--- src/rtl/txwin_pkg.sv ---
package txwin_pkg;
   // byte address width of the text area and the cell index width it implies
   localparam int unsigned TXT_AW = 14;
   localparam int unsigned CELL_W = TXT_AW - 2;
   // font window index: 16 bytes selected by offset[4:1]
   localparam int unsigned IDX_W  = 4;

   localparam logic [14:0] OFS_EVEN = 15'h2000;
   localparam logic [14:0] OFS_SW   = 15'h3FE0;
   localparam logic [14:0] OFS_CG   = 15'h4000;
   localparam logic [14:0] OFS_END  = 15'h5000;

   typedef enum logic [2:0] {
      RG_FREE,
      RG_EVEN,
      RG_SW,
      RG_CG,
      RG_NONE
   } region_e;
endpackage

--- src/rtl/txwin_region.sv ---
module txwin_region
   import txwin_pkg::*;
#(
   parameter int unsigned AW = 15
) (
   input  logic [AW-1:0] addr_i,
   input  logic          word_i,
   output region_e       region_o
);
   localparam logic [AW-1:0] LIM_EVEN = AW'(OFS_EVEN);
   localparam logic [AW-1:0] LIM_SW   = AW'(OFS_SW);
   localparam logic [AW-1:0] LIM_CG   = AW'(OFS_CG);
   localparam logic [AW-1:0] LIM_END  = AW'(OFS_END);
   localparam logic [AW-1:0] LAST_TXT = LIM_CG - AW'(1);

   always_comb begin
      if (addr_i < LIM_EVEN) begin
         region_o = RG_FREE;
      end else if (addr_i < LIM_SW) begin
         region_o = RG_EVEN;
      end else if (addr_i < LIM_CG) begin
         // a word that starts on the last text byte is steered to the font side
         region_o = (word_i && (addr_i == LAST_TXT)) ? RG_CG : RG_SW;
      end else if (addr_i < LIM_END) begin
         region_o = RG_CG;
      end else begin
         region_o = RG_NONE;
      end
   end
endmodule

--- src/rtl/txwin_wrpath.sv ---
module txwin_wrpath
   import txwin_pkg::*;
#(
   parameter int unsigned FONT_AW = 8
) (
   input  logic               acc_wr_i,
   input  logic               word_i,
   input  logic [TXT_AW-1:0]  addr_i,
   input  logic [15:0]        wdata_i,
   input  region_e            region_i,
   input  logic               sw_en_i,
   input  logic               font_wen_i,
   input  logic [FONT_AW-1:0] font_hi_i,
   output logic [1:0]         txt_we_o,
   output logic [TXT_AW-1:0]  txt_addr0_o,
   output logic [TXT_AW-1:0]  txt_addr1_o,
   output logic [7:0]         txt_data0_o,
   output logic [7:0]         txt_data1_o,
   output logic               fnt_we_o,
   output logic [FONT_AW-1:0] fnt_waddr_o,
   output logic [7:0]         fnt_wdata_o
);
   localparam int unsigned PAD = FONT_AW - IDX_W;

   logic              shift;
   logic [TXT_AW-1:0] eff_addr;
   logic [7:0]        eff_byte;
   logic              sw_ok;
   logic              even_ok;

   // an odd word in the even-only area moves its upper byte to the next even byte
   assign shift    = word_i & addr_i[0];
   assign eff_addr = addr_i + TXT_AW'(shift);
   assign eff_byte = shift ? wdata_i[15:8] : wdata_i[7:0];
   assign sw_ok    = ~eff_addr[1] | sw_en_i;
   assign even_ok  = word_i | ~addr_i[0];

   assign txt_addr0_o = (region_i == RG_FREE) ? addr_i : eff_addr;
   assign txt_data0_o = (region_i == RG_FREE) ? wdata_i[7:0] : eff_byte;
   assign txt_addr1_o = addr_i + TXT_AW'(1);
   assign txt_data1_o = wdata_i[15:8];

   assign fnt_waddr_o = font_hi_i + {{PAD{1'b0}}, addr_i[IDX_W:1]};
   assign fnt_wdata_o = eff_byte;

   always_comb begin
      txt_we_o = 2'b00;
      fnt_we_o = 1'b0;
      if (acc_wr_i) begin
         unique case (region_i)
            RG_FREE: txt_we_o = {word_i, 1'b1};
            RG_EVEN: txt_we_o = {1'b0, even_ok};
            RG_SW:   txt_we_o = {1'b0, even_ok & sw_ok};
            RG_CG:   fnt_we_o = font_wen_i & (word_i | addr_i[0]);
            default: ;
         endcase
      end
   end
endmodule

--- src/rtl/txwin_rdpath.sv ---
module txwin_rdpath
   import txwin_pkg::*;
#(
   parameter int unsigned AW      = 15,
   parameter int unsigned FONT_AW = 8
) (
   input  logic                    acc_rd_i,
   input  logic                    word_i,
   input  logic [AW-1:0]           addr_i,
   input  logic [FONT_AW-1:0]      font_hi_i,
   input  logic [FONT_AW-1:0]      font_lo_i,
   output logic [1:0][FONT_AW-1:0] fnt_raddr_o,
   input  logic [1:0][7:0]         fnt_rdata_i,
   output logic [15:0]             rdata_o
);
   localparam int unsigned   PAD      = FONT_AW - IDX_W;
   localparam logic [AW-1:0] LIM_CG   = AW'(OFS_CG);
   localparam logic [AW-1:0] LIM_END  = AW'(OFS_END);
   localparam logic [AW-1:0] LAST_CG  = LIM_END - AW'(1);

   // lane 0 feeds the low result byte, lane 1 the high one
   for (genvar l = 0; l < 2; l++) begin : g_lane
      logic             use_hi;
      logic             step;
      logic [IDX_W-1:0] idx;
      assign use_hi = addr_i[0] ^ 1'(l);
      assign step   = (l == 1) ? addr_i[0] : 1'b0;
      assign idx    = addr_i[IDX_W:1] + IDX_W'(step);
      assign fnt_raddr_o[l] = (use_hi ? font_hi_i : font_lo_i) + {{PAD{1'b0}}, idx};
   end

   logic in_cg;
   assign in_cg = (addr_i >= LIM_CG) && (addr_i < LIM_END);

   always_comb begin
      if (!acc_rd_i || !in_cg) begin
         rdata_o = 16'hFFFF;
      end else if (!word_i || (addr_i == LAST_CG)) begin
         rdata_o = {8'hFF, fnt_rdata_i[0]};
      end else begin
         rdata_o = {fnt_rdata_i[1], fnt_rdata_i[0]};
      end
   end
endmodule

--- src/rtl/txwin_decoder.sv ---
module txwin_decoder
   import txwin_pkg::*;
#(
   parameter int unsigned AW      = 15,
   parameter int unsigned FONT_AW = 8
) (
   input  logic                    clk_i,
   input  logic                    rst_ni,
   input  logic                    req_i,
   input  logic                    we_i,
   input  logic                    word_i,
   input  logic [AW-1:0]           addr_i,
   input  logic [15:0]             wdata_i,
   output logic [15:0]             rdata_o,
   input  logic                    sw_en_i,
   input  logic                    font_wen_i,
   input  logic [FONT_AW-1:0]      font_hi_i,
   input  logic [FONT_AW-1:0]      font_lo_i,
   output logic [1:0]              txt_we_o,
   output logic [TXT_AW-1:0]       txt_addr0_o,
   output logic [TXT_AW-1:0]       txt_addr1_o,
   output logic [7:0]              txt_data0_o,
   output logic [7:0]              txt_data1_o,
   output logic [CELL_W-1:0]       cell_idx0_o,
   output logic [CELL_W-1:0]       cell_idx1_o,
   output logic                    fnt_we_o,
   output logic [FONT_AW-1:0]      fnt_waddr_o,
   output logic [7:0]              fnt_wdata_o,
   output logic [FONT_AW-1:0]      fnt_raddr0_o,
   output logic [FONT_AW-1:0]      fnt_raddr1_o,
   input  logic [7:0]              fnt_rdata0_i,
   input  logic [7:0]              fnt_rdata1_i,
   input  logic                    clr_i,
   output logic                    text_dirty_o,
   output logic                    font_flag_o
);
   if (AW < 15) begin : g_bad_aw
      $error("txwin_decoder: AW must cover the 20 KB window");
   end
   if (FONT_AW <= IDX_W) begin : g_bad_font
      $error("txwin_decoder: FONT_AW must exceed the font index width");
   end

   logic    acc_wr;
   logic    acc_rd;
   region_e region;

   assign acc_wr = req_i & we_i;
   assign acc_rd = req_i & ~we_i;

   txwin_region #(.AW(AW)) u_region (
      .addr_i   (addr_i),
      .word_i   (word_i),
      .region_o (region)
   );

   txwin_wrpath #(.FONT_AW(FONT_AW)) u_wr (
      .acc_wr_i    (acc_wr),
      .word_i      (word_i),
      .addr_i      (addr_i[TXT_AW-1:0]),
      .wdata_i     (wdata_i),
      .region_i    (region),
      .sw_en_i     (sw_en_i),
      .font_wen_i  (font_wen_i),
      .font_hi_i   (font_hi_i),
      .txt_we_o    (txt_we_o),
      .txt_addr0_o (txt_addr0_o),
      .txt_addr1_o (txt_addr1_o),
      .txt_data0_o (txt_data0_o),
      .txt_data1_o (txt_data1_o),
      .fnt_we_o    (fnt_we_o),
      .fnt_waddr_o (fnt_waddr_o),
      .fnt_wdata_o (fnt_wdata_o)
   );

   logic [1:0][FONT_AW-1:0] raddr;

   txwin_rdpath #(.AW(AW), .FONT_AW(FONT_AW)) u_rd (
      .acc_rd_i    (acc_rd),
      .word_i      (word_i),
      .addr_i      (addr_i),
      .font_hi_i   (font_hi_i),
      .font_lo_i   (font_lo_i),
      .fnt_raddr_o (raddr),
      .fnt_rdata_i ({fnt_rdata1_i, fnt_rdata0_i}),
      .rdata_o     (rdata_o)
   );

   assign fnt_raddr0_o = raddr[0];
   assign fnt_raddr1_o = raddr[1];

   // each lane marks the cell holding its byte
   assign cell_idx0_o = txt_addr0_o[CELL_W:1];
   assign cell_idx1_o = txt_addr1_o[CELL_W:1];

   // sticky flags: a set in the clearing cycle survives
   always_ff @(posedge clk_i or negedge rst_ni) begin
      if (!rst_ni) begin
         text_dirty_o <= 1'b0;
         font_flag_o  <= 1'b0;
      end else begin
         text_dirty_o <= (text_dirty_o & ~clr_i) | (|txt_we_o);
         font_flag_o  <= (font_flag_o & ~clr_i) | fnt_we_o;
      end
   end
endmodule

--- config.mk ---
export PLATFORM = sky130hd
export DESIGN_NAME = txwin_decoder
export DESIGN_NICKNAME = d
export VERILOG_FILES = /design/src/rtl/txwin_pkg.sv /design/src/rtl/txwin_region.sv /design/src/rtl/txwin_wrpath.sv /design/src/rtl/txwin_rdpath.sv /design/src/rtl/txwin_decoder.sv
export SDC_FILE = /design/constraint.sdc
export NUM_CORES = 1
export LEC_CHECK = 0
export BUFFER_PORTS_ARGS = -buffer_cell sky130_fd_sc_hd__buf_2
export CAP_MARGIN = 20
export CORE_MARGIN = 8
export CORE_UTILIZATION = 35
export DETAILED_ROUTE_END_ITERATION = 6
export GPL_ROUTABILITY_DRIVEN = 0
export PLACE_DENSITY = 0.78
export SLEW_MARGIN = 20
export SYNTH_ARGS = -nofsm -noshare
export SYNTH_HDL_FRONTEND = slang
export SYNTH_HIERARCHICAL = 1
export SYNTH_SLANG_ARGS = --single-unit
export TNS_END_PERCENT = 20
--- constraint.sdc ---
create_clock -name clk_i -period 2.1 [get_ports clk_i]
set_clock_uncertainty 0.15 [all_clocks]
set_input_delay 0.105 -clock clk_i [delete_from_list [all_inputs] [get_ports clk_i]]
set_output_delay 0.105 -clock clk_i [all_outputs]
set_load 0.02 [all_outputs]
Yosys cells after proc, flatten, opt, wreduce, memory -nomap -nowiden. Cells that the tools add are included.

Output and inout bits: 121. Input bits: 71. Flip-flop bits (word level): 2.

$add $sub $neg: 6. Bitwise gates (word level): 16. Reductions and logical operators: 9. Order comparisons: 5. Mux-type cells: 16. Equal/unequal tests: 5.

Operator list (count): $mux W16 (2); $mux W8 (4); $lt A15 B14 Y1 const B (2); $lt A15 B15 Y1 const B (2); $add A8 B4 Y8 (3); $eq A15 B14 Y1 const B (1); $eq A15 B15 Y1 const B (1); $ge A15 B15 Y1 const B (1); $add A14 B1 Y14 (1); $add A14 B1 Y14 const B (1); $mux W14 (1); $mux W3 (4); $and A1 B1 Y1 (7); $eq A3 B2 Y1 const B (2); $pmux W2 S3 (1); $or A1 B1 Y1 (5); $add A4 B1 Y4 (1); $not A1 Y1 (4); $eq A3 B1 Y1 const B (1); $logic_not A1 Y1 (3); $logic_not A3 Y1 (1); $mux W1 (3); $logic_and A1 B1 Y1 (2); $logic_or A1 B1 Y1 (2); other kinds (2) (2).

Depth between registers and ports, before layout.
Depth in word-level cells: 11. Gate-level depth with buffers: 10. Gate-level depth less buffers: 9.

By module. The synthesis kept the hierarchy.

By module, submodules not included: txwin_wrpath (instances 1, area each 959.7 µm², cells each 127, seq. area each 0.0 µm²); txwin_rdpath (instances 1, area each 822.0 µm², cells each 99, seq. area each 0.0 µm²); txwin_decoder (instances 1, area each 264.0 µm², cells each 31, seq. area each 50.0 µm²); txwin_region (instances 1, area each 62.6 µm², cells each 10, seq. area each 0.0 µm²).

Least setup slack after synthesis. Ideal clock, no wire load.

Path type: input port to output port. Start point: input port addr_i[0]. End point: output port fnt_raddr0_o[6]. Stages: 9. Data arrival time: 2.257 ns. Setup slack: -0.412 ns. Path through: buf_6 > buf_2 > mux2_2 > ha_1 > fa_1 > a21o_1 > a21oi_1 > nor3_1 > xnor2_1.

Cells in the longest elaborated chain, start to end: 2.

Ends and longest elaborated chain: start, declared (RTL line txwin_decoder.sv:12) `input logic [AW-1:0] addr_i,`; $mux W8 (RTL line txwin_rdpath.sv:29) `assign fnt_raddr_o[l] = (use_hi ? font_hi_i : font_lo_i) + {{PAD{1'b0}}, idx};`; $add A8 B4 Y8 (RTL line txwin_rdpath.sv:29); end, declared (RTL line txwin_decoder.sv:29) `output logic [FONT_AW-1:0] fnt_raddr0_o,`.

Every way passes these cells.

Final worst setup path. Same ends and word-level chain as after synthesis.

==> load_flow_metrics.sql <==
INSERT INTO impl_metrics (metric_group, metric, value, unit) VALUES
('cells_and_area', 'mostFrequentLayoutCell', 'sky130_fd_sc_hd__buf_2', ''),
('clock_network', 'cts.reportedPaths.clkPinSlew', '0.03', 'ns'),
('cells_and_area', 'most-common-layout-cells', '162 x sky130_fd_sc_hd__buf_2, 58 x sky130_fd_sc_hd__buf_4, 20 x sky130_fd_sc_hd__mux2_2', ''),
('cells_and_area', 'finish.net_count', '567', ''),
('clock_network', 'ctsHtreeMaxLevel', '1', ''),
('placement', 'postPlaceCellArea', '3220', 'um2'),
('cells_and_area', 'syn_to_final_growth', '79.2', '%'),
('global_route', 'antenna_found_initial', '0', ''),
('sta', 'final.setup.worst_slack', '-0.0501', 'ns'),
('floorplan', 'fp-row-count', '28', ''),
('worst_setup_path', 'worstPathMaxFanout', '8', ''),
('worst_setup_path', 'setup_crit_end_kind', 'output pin', ''),
('sta', 'slew_headroom', '68.9', '%'),
('clock_network', 'worstSkewPairLatency', '0.21', 'ns'),
('sta', 'final_hold_violating_endpoints', '0', ''),
('clock_network', 'clockRootBuffer', 'sky130_fd_sc_hd__clkbuf_8', ''),
('power', 'power_density', '350', 'nW/um2'),
('sta', 'finalSetupTns', '-0.0501', 'ns'),
('global_route', 'grt_pass1_vias', '2854', ''),
('outcome', 'violations_in_the_final_reports', 'setup timing', ''),
('placement', 'dpl.cell_count', '535', ''),
('global_route', 'grt_start_max_net_pins', '13', ''),
('sta', 'timing_worst_slew_pin_value', '0.466', 'ns'),
('synth', 'synth_top_area_share', '12.3', '%'),
('sta', 'setup_viol_count_final', '1', ''),
('synth', 'postSynthNetCount', '358', ''),
('min_path', 'hold_path.class', 'in2reg', ''),
('clock_network', 'clockBufferDepth', '2', ''),
('synth', 'register_area_share_after_synthesis', '2.37', '%'),
('drt', 'detailedRoute.firstIterationViolations', '56', ''),
('floorplan', 'floorplan.io_pins', '192', ''),
('drt', 'detail_route.wl_per_cell', '16.0', 'um'),
('synth', 'ys_async_sr_fraction', '100', '%'),
('synth', 'synth_enable_flop_cells', '0', ''),
('power', 'worst_ir_drop_vdd', '0.000266', 'V'),
('drt', 'routed-via-count', '2720', ''),
('floorplan', 'die-area', '8760', 'um2'),
('synth', 'ys_warn_count', '6', ''),
('floorplan', 'die-width', '93.6', 'um'),
('sta', 'fin_crit_sh', '102', '%'),
('global_route', 'grt-ovfl-total', '0', ''),
('outcome', 'outcome', 'finished, violations left', ''),
('worst_setup_path', 'cp_data_arrival_time', '1.90', 'ns'),
('clock_network', 'tritoncts', 'done', ''),
('worst_setup_path', 'critical_path_required', '1.85', 'ns'),
('synth', 'syn_avg_cell_area', '7.90', 'um2'),
('floorplan', 'fp.coreArea', '5890', 'um2'),
('cells_and_area', 'diode_insertion_count_for_antenna_repair', '0', ''),
('worst_setup_path', 'crit_path_start_kind', 'primary input', ''),
('worst_setup_path', 'setup.worst_path.class', 'in2out', ''),
('sta', 'grt_setup_unrepaired', 'yes', ''),
('cells_and_area', 'final_cell_count_no_fill', '549', ''),
('power', 'static-leakage-power', '1.87', 'nW'),
('floorplan', 'initial_standard_cell_utilization_of_the_core', '35.8', '%'),
('floorplan', 'die_y', '93.6', 'um'),
('cells_and_area', 'final_design_area_no_fill', '3780', 'um2'),
('synth', 'synthesis.instances', '267', ''),
('sta', 'period_needed', '2.15', 'ns'),
('drt', 'detail_route.vias_per_cell', '4.95', ''),
('drt', 'drcViolationCount', '0', ''),
('synth', 'netlist-cell-type-count', '46', ''),
('global_route', 'grt_first_pass_wirelength', '13100', 'um'),
('drt', 'drt-total-wl', '8760', 'um'),
('synth', 'synth_top_cells_by_area', 'sky130_fd_sc_hd__mux2_2 12%, sky130_fd_sc_hd__buf_4 12%, sky130_fd_sc_hd__ha_1 10%', ''),
('sta', 'final_max_slew_viol_count', '0', ''),
('drt', 'ant_nets', '0', ''),
('synth', 'yosys_register_bits', '2', ''),
('sta', 'timing.fmax', '0.465', 'GHz'),
('cells_and_area', 'drive_gt1_share', '66.9', '%'),
('synth', 'synth_top_flop_cell', 'sky130_fd_sc_hd__dfrtp_1', ''),
('synth', 'synth_largest_area_cell', 'sky130_fd_sc_hd__mux2_2', ''),
('placement', 'dp_hpwl', '7420', 'um'),
('clock_network', 'cts-buffers-inserted', '3', ''),
('placement', 'port-buffer-count', '191', ''),
('clock_network', 'clock-sinks', '2', ''),
('flow_run', 'drv.max_cap_violation_count', '0', ''),
('global_route', 'globalRouteTotalUtil', '17.6', '%'),
('drt', 'firstDrtPassIters', '4', ''),
('synth', 'synth_area', '2110', 'um2');
state kept, by name, indices dropped and copies added (netlist names):
register	cells
text_dirty_o	1
font_flag_o	1
power by group:
| group | switching [mW] | total [mW] | internal (mW) |
|---|---|---|---|
| sequential | 0.00168 | 0.0430 | 0.0413 |
| combinational | 0.635 | 1.13 | 0.494 |
| clock | 0.0307 | 0.152 | 0.121 |
cell families after synthesis:
family / share of synthesized area (%)
muxes: 17.3
xor gates and xnor gates: 17.4
DFF: 2.37
and+or+nand+nor: 22.9
AOI/OAI and AO/OA: 12.3
buffers and inverters: 14.7
adders and majority gates: 12.9
cell type report:
class                      count  area (um2)
clock buffer                   3        41.3
tap                           75        93.8
fill                         475        2110
sequential                     2        50.0
inverter                      11        41.3
timing repair buffer         240        1490
multi-input combinational    218        2060
path summary, 6_finish.rpt:
path / cells after the start / endpoint / from / slack (ns)
setup / recovery: 10 / fnt_raddr0_o[6] / addr_i[0] / -0.05
hold / removal: 3 / font_flag_o$_DFF_PN0_ / clr_i / 0.05
min in group asynchronous: 2 / text_dirty_o$_DFF_PN0_ / rst_ni / 0.08
max in group asynchronous: 2 / font_flag_o$_DFF_PN0_ / rst_ni / 1.62
setup reg to reg: 1 / text_dirty_o$_DFF_PN0_ / text_dirty_o$_DFF_PN0_ / 1.19
hold reg to reg: 1 / font_flag_o$_DFF_PN0_ / font_flag_o$_DFF_PN0_ / 0.33
layer usage:
layer  GRT usage (%)  vias up  part of all wire [%]
li1                -     1314                     -
met1            17.9     1280                    35
met2            36.3      120                    55
met3            3.61        6                   8.4
met4            1.98        0                  0.65
met5               0        -                     0
cell usage after synthesis (2+ instances only):
master and number:
sky130_fd_sc_hd__o21ai_1 4, sky130_fd_sc_hd__o21bai_1 2, sky130_fd_sc_hd__nand2b_1 10, sky130_fd_sc_hd__buf_2 2
sky130_fd_sc_hd__fa_1 3, sky130_fd_sc_hd__or2_1 8, sky130_fd_sc_hd__ha_1 17, sky130_fd_sc_hd__a211oi_2 2
sky130_fd_sc_hd__nor3_1 2, sky130_fd_sc_hd__and2_1 2, sky130_fd_sc_hd__buf_4 33, sky130_fd_sc_hd__mux2i_1 7
sky130_fd_sc_hd__o31ai_1 2, sky130_fd_sc_hd__a21oi_1 7, sky130_fd_sc_hd__mux2_2 23, sky130_fd_sc_hd__nor3_2 2
sky130_fd_sc_hd__nand3_1 9, sky130_fd_sc_hd__nand4_1 10, sky130_fd_sc_hd__xnor2_1 23, sky130_fd_sc_hd__nor2b_1 5
sky130_fd_sc_hd__nand2_1 13, sky130_fd_sc_hd__o21ai_0 5, sky130_fd_sc_hd__dfrtp_1 2, sky130_fd_sc_hd__a211oi_1 5
sky130_fd_sc_hd__inv_1 11, sky130_fd_sc_hd__a21o_1 4, sky130_fd_sc_hd__nor2_1 16, sky130_fd_sc_hd__xor2_1 19
sky130_fd_sc_hd__mux2_1 2
critical path, stage by stage:
cell and delay, ns:
sky130_fd_sc_hd__buf_12 0.12, sky130_fd_sc_hd__buf_6 0.12, sky130_fd_sc_hd__mux2_4 0.30, sky130_fd_sc_hd__ha_4 0.17, sky130_fd_sc_hd__fa_2 0.34, sky130_fd_sc_hd__a21o_1 0.19, sky130_fd_sc_hd__a21oi_4 0.16, sky130_fd_sc_hd__nor3_2 0.08
sky130_fd_sc_hd__xnor2_2 0.14, sky130_fd_sc_hd__buf_4 0.16
per-stage QoR:
step | util, % | hold WS [ns] | power, mW | setup slack, ns
finish | 64.2 | 0.0526 | 1.32 | -0.0501
global route | 64.2 | 0.0673 | 1.42 | -0.101
CTS | 57.7 | 0.0511 | 1.25 | -0.0851
detailed placement | 54.7 | -0.258 | 1.04 | -0.248
global placement | 54.7 | -0.260 | 1.03 | -0.189
floorplan | - | -0.341 | 0.685 | -0.0631
timing repair:
action | in CTS | in global routing
gates resized for setup | 24 | 73
setup endpoints to repair | 43 | 44
pin swaps | 9 | 19
hold buffers | 1 | 0
buffers inserted | 3 | 8
gates cloned | 0 | 0
hold endpoints to repair | 2 | 0
(Power assumes the default switching activity.)
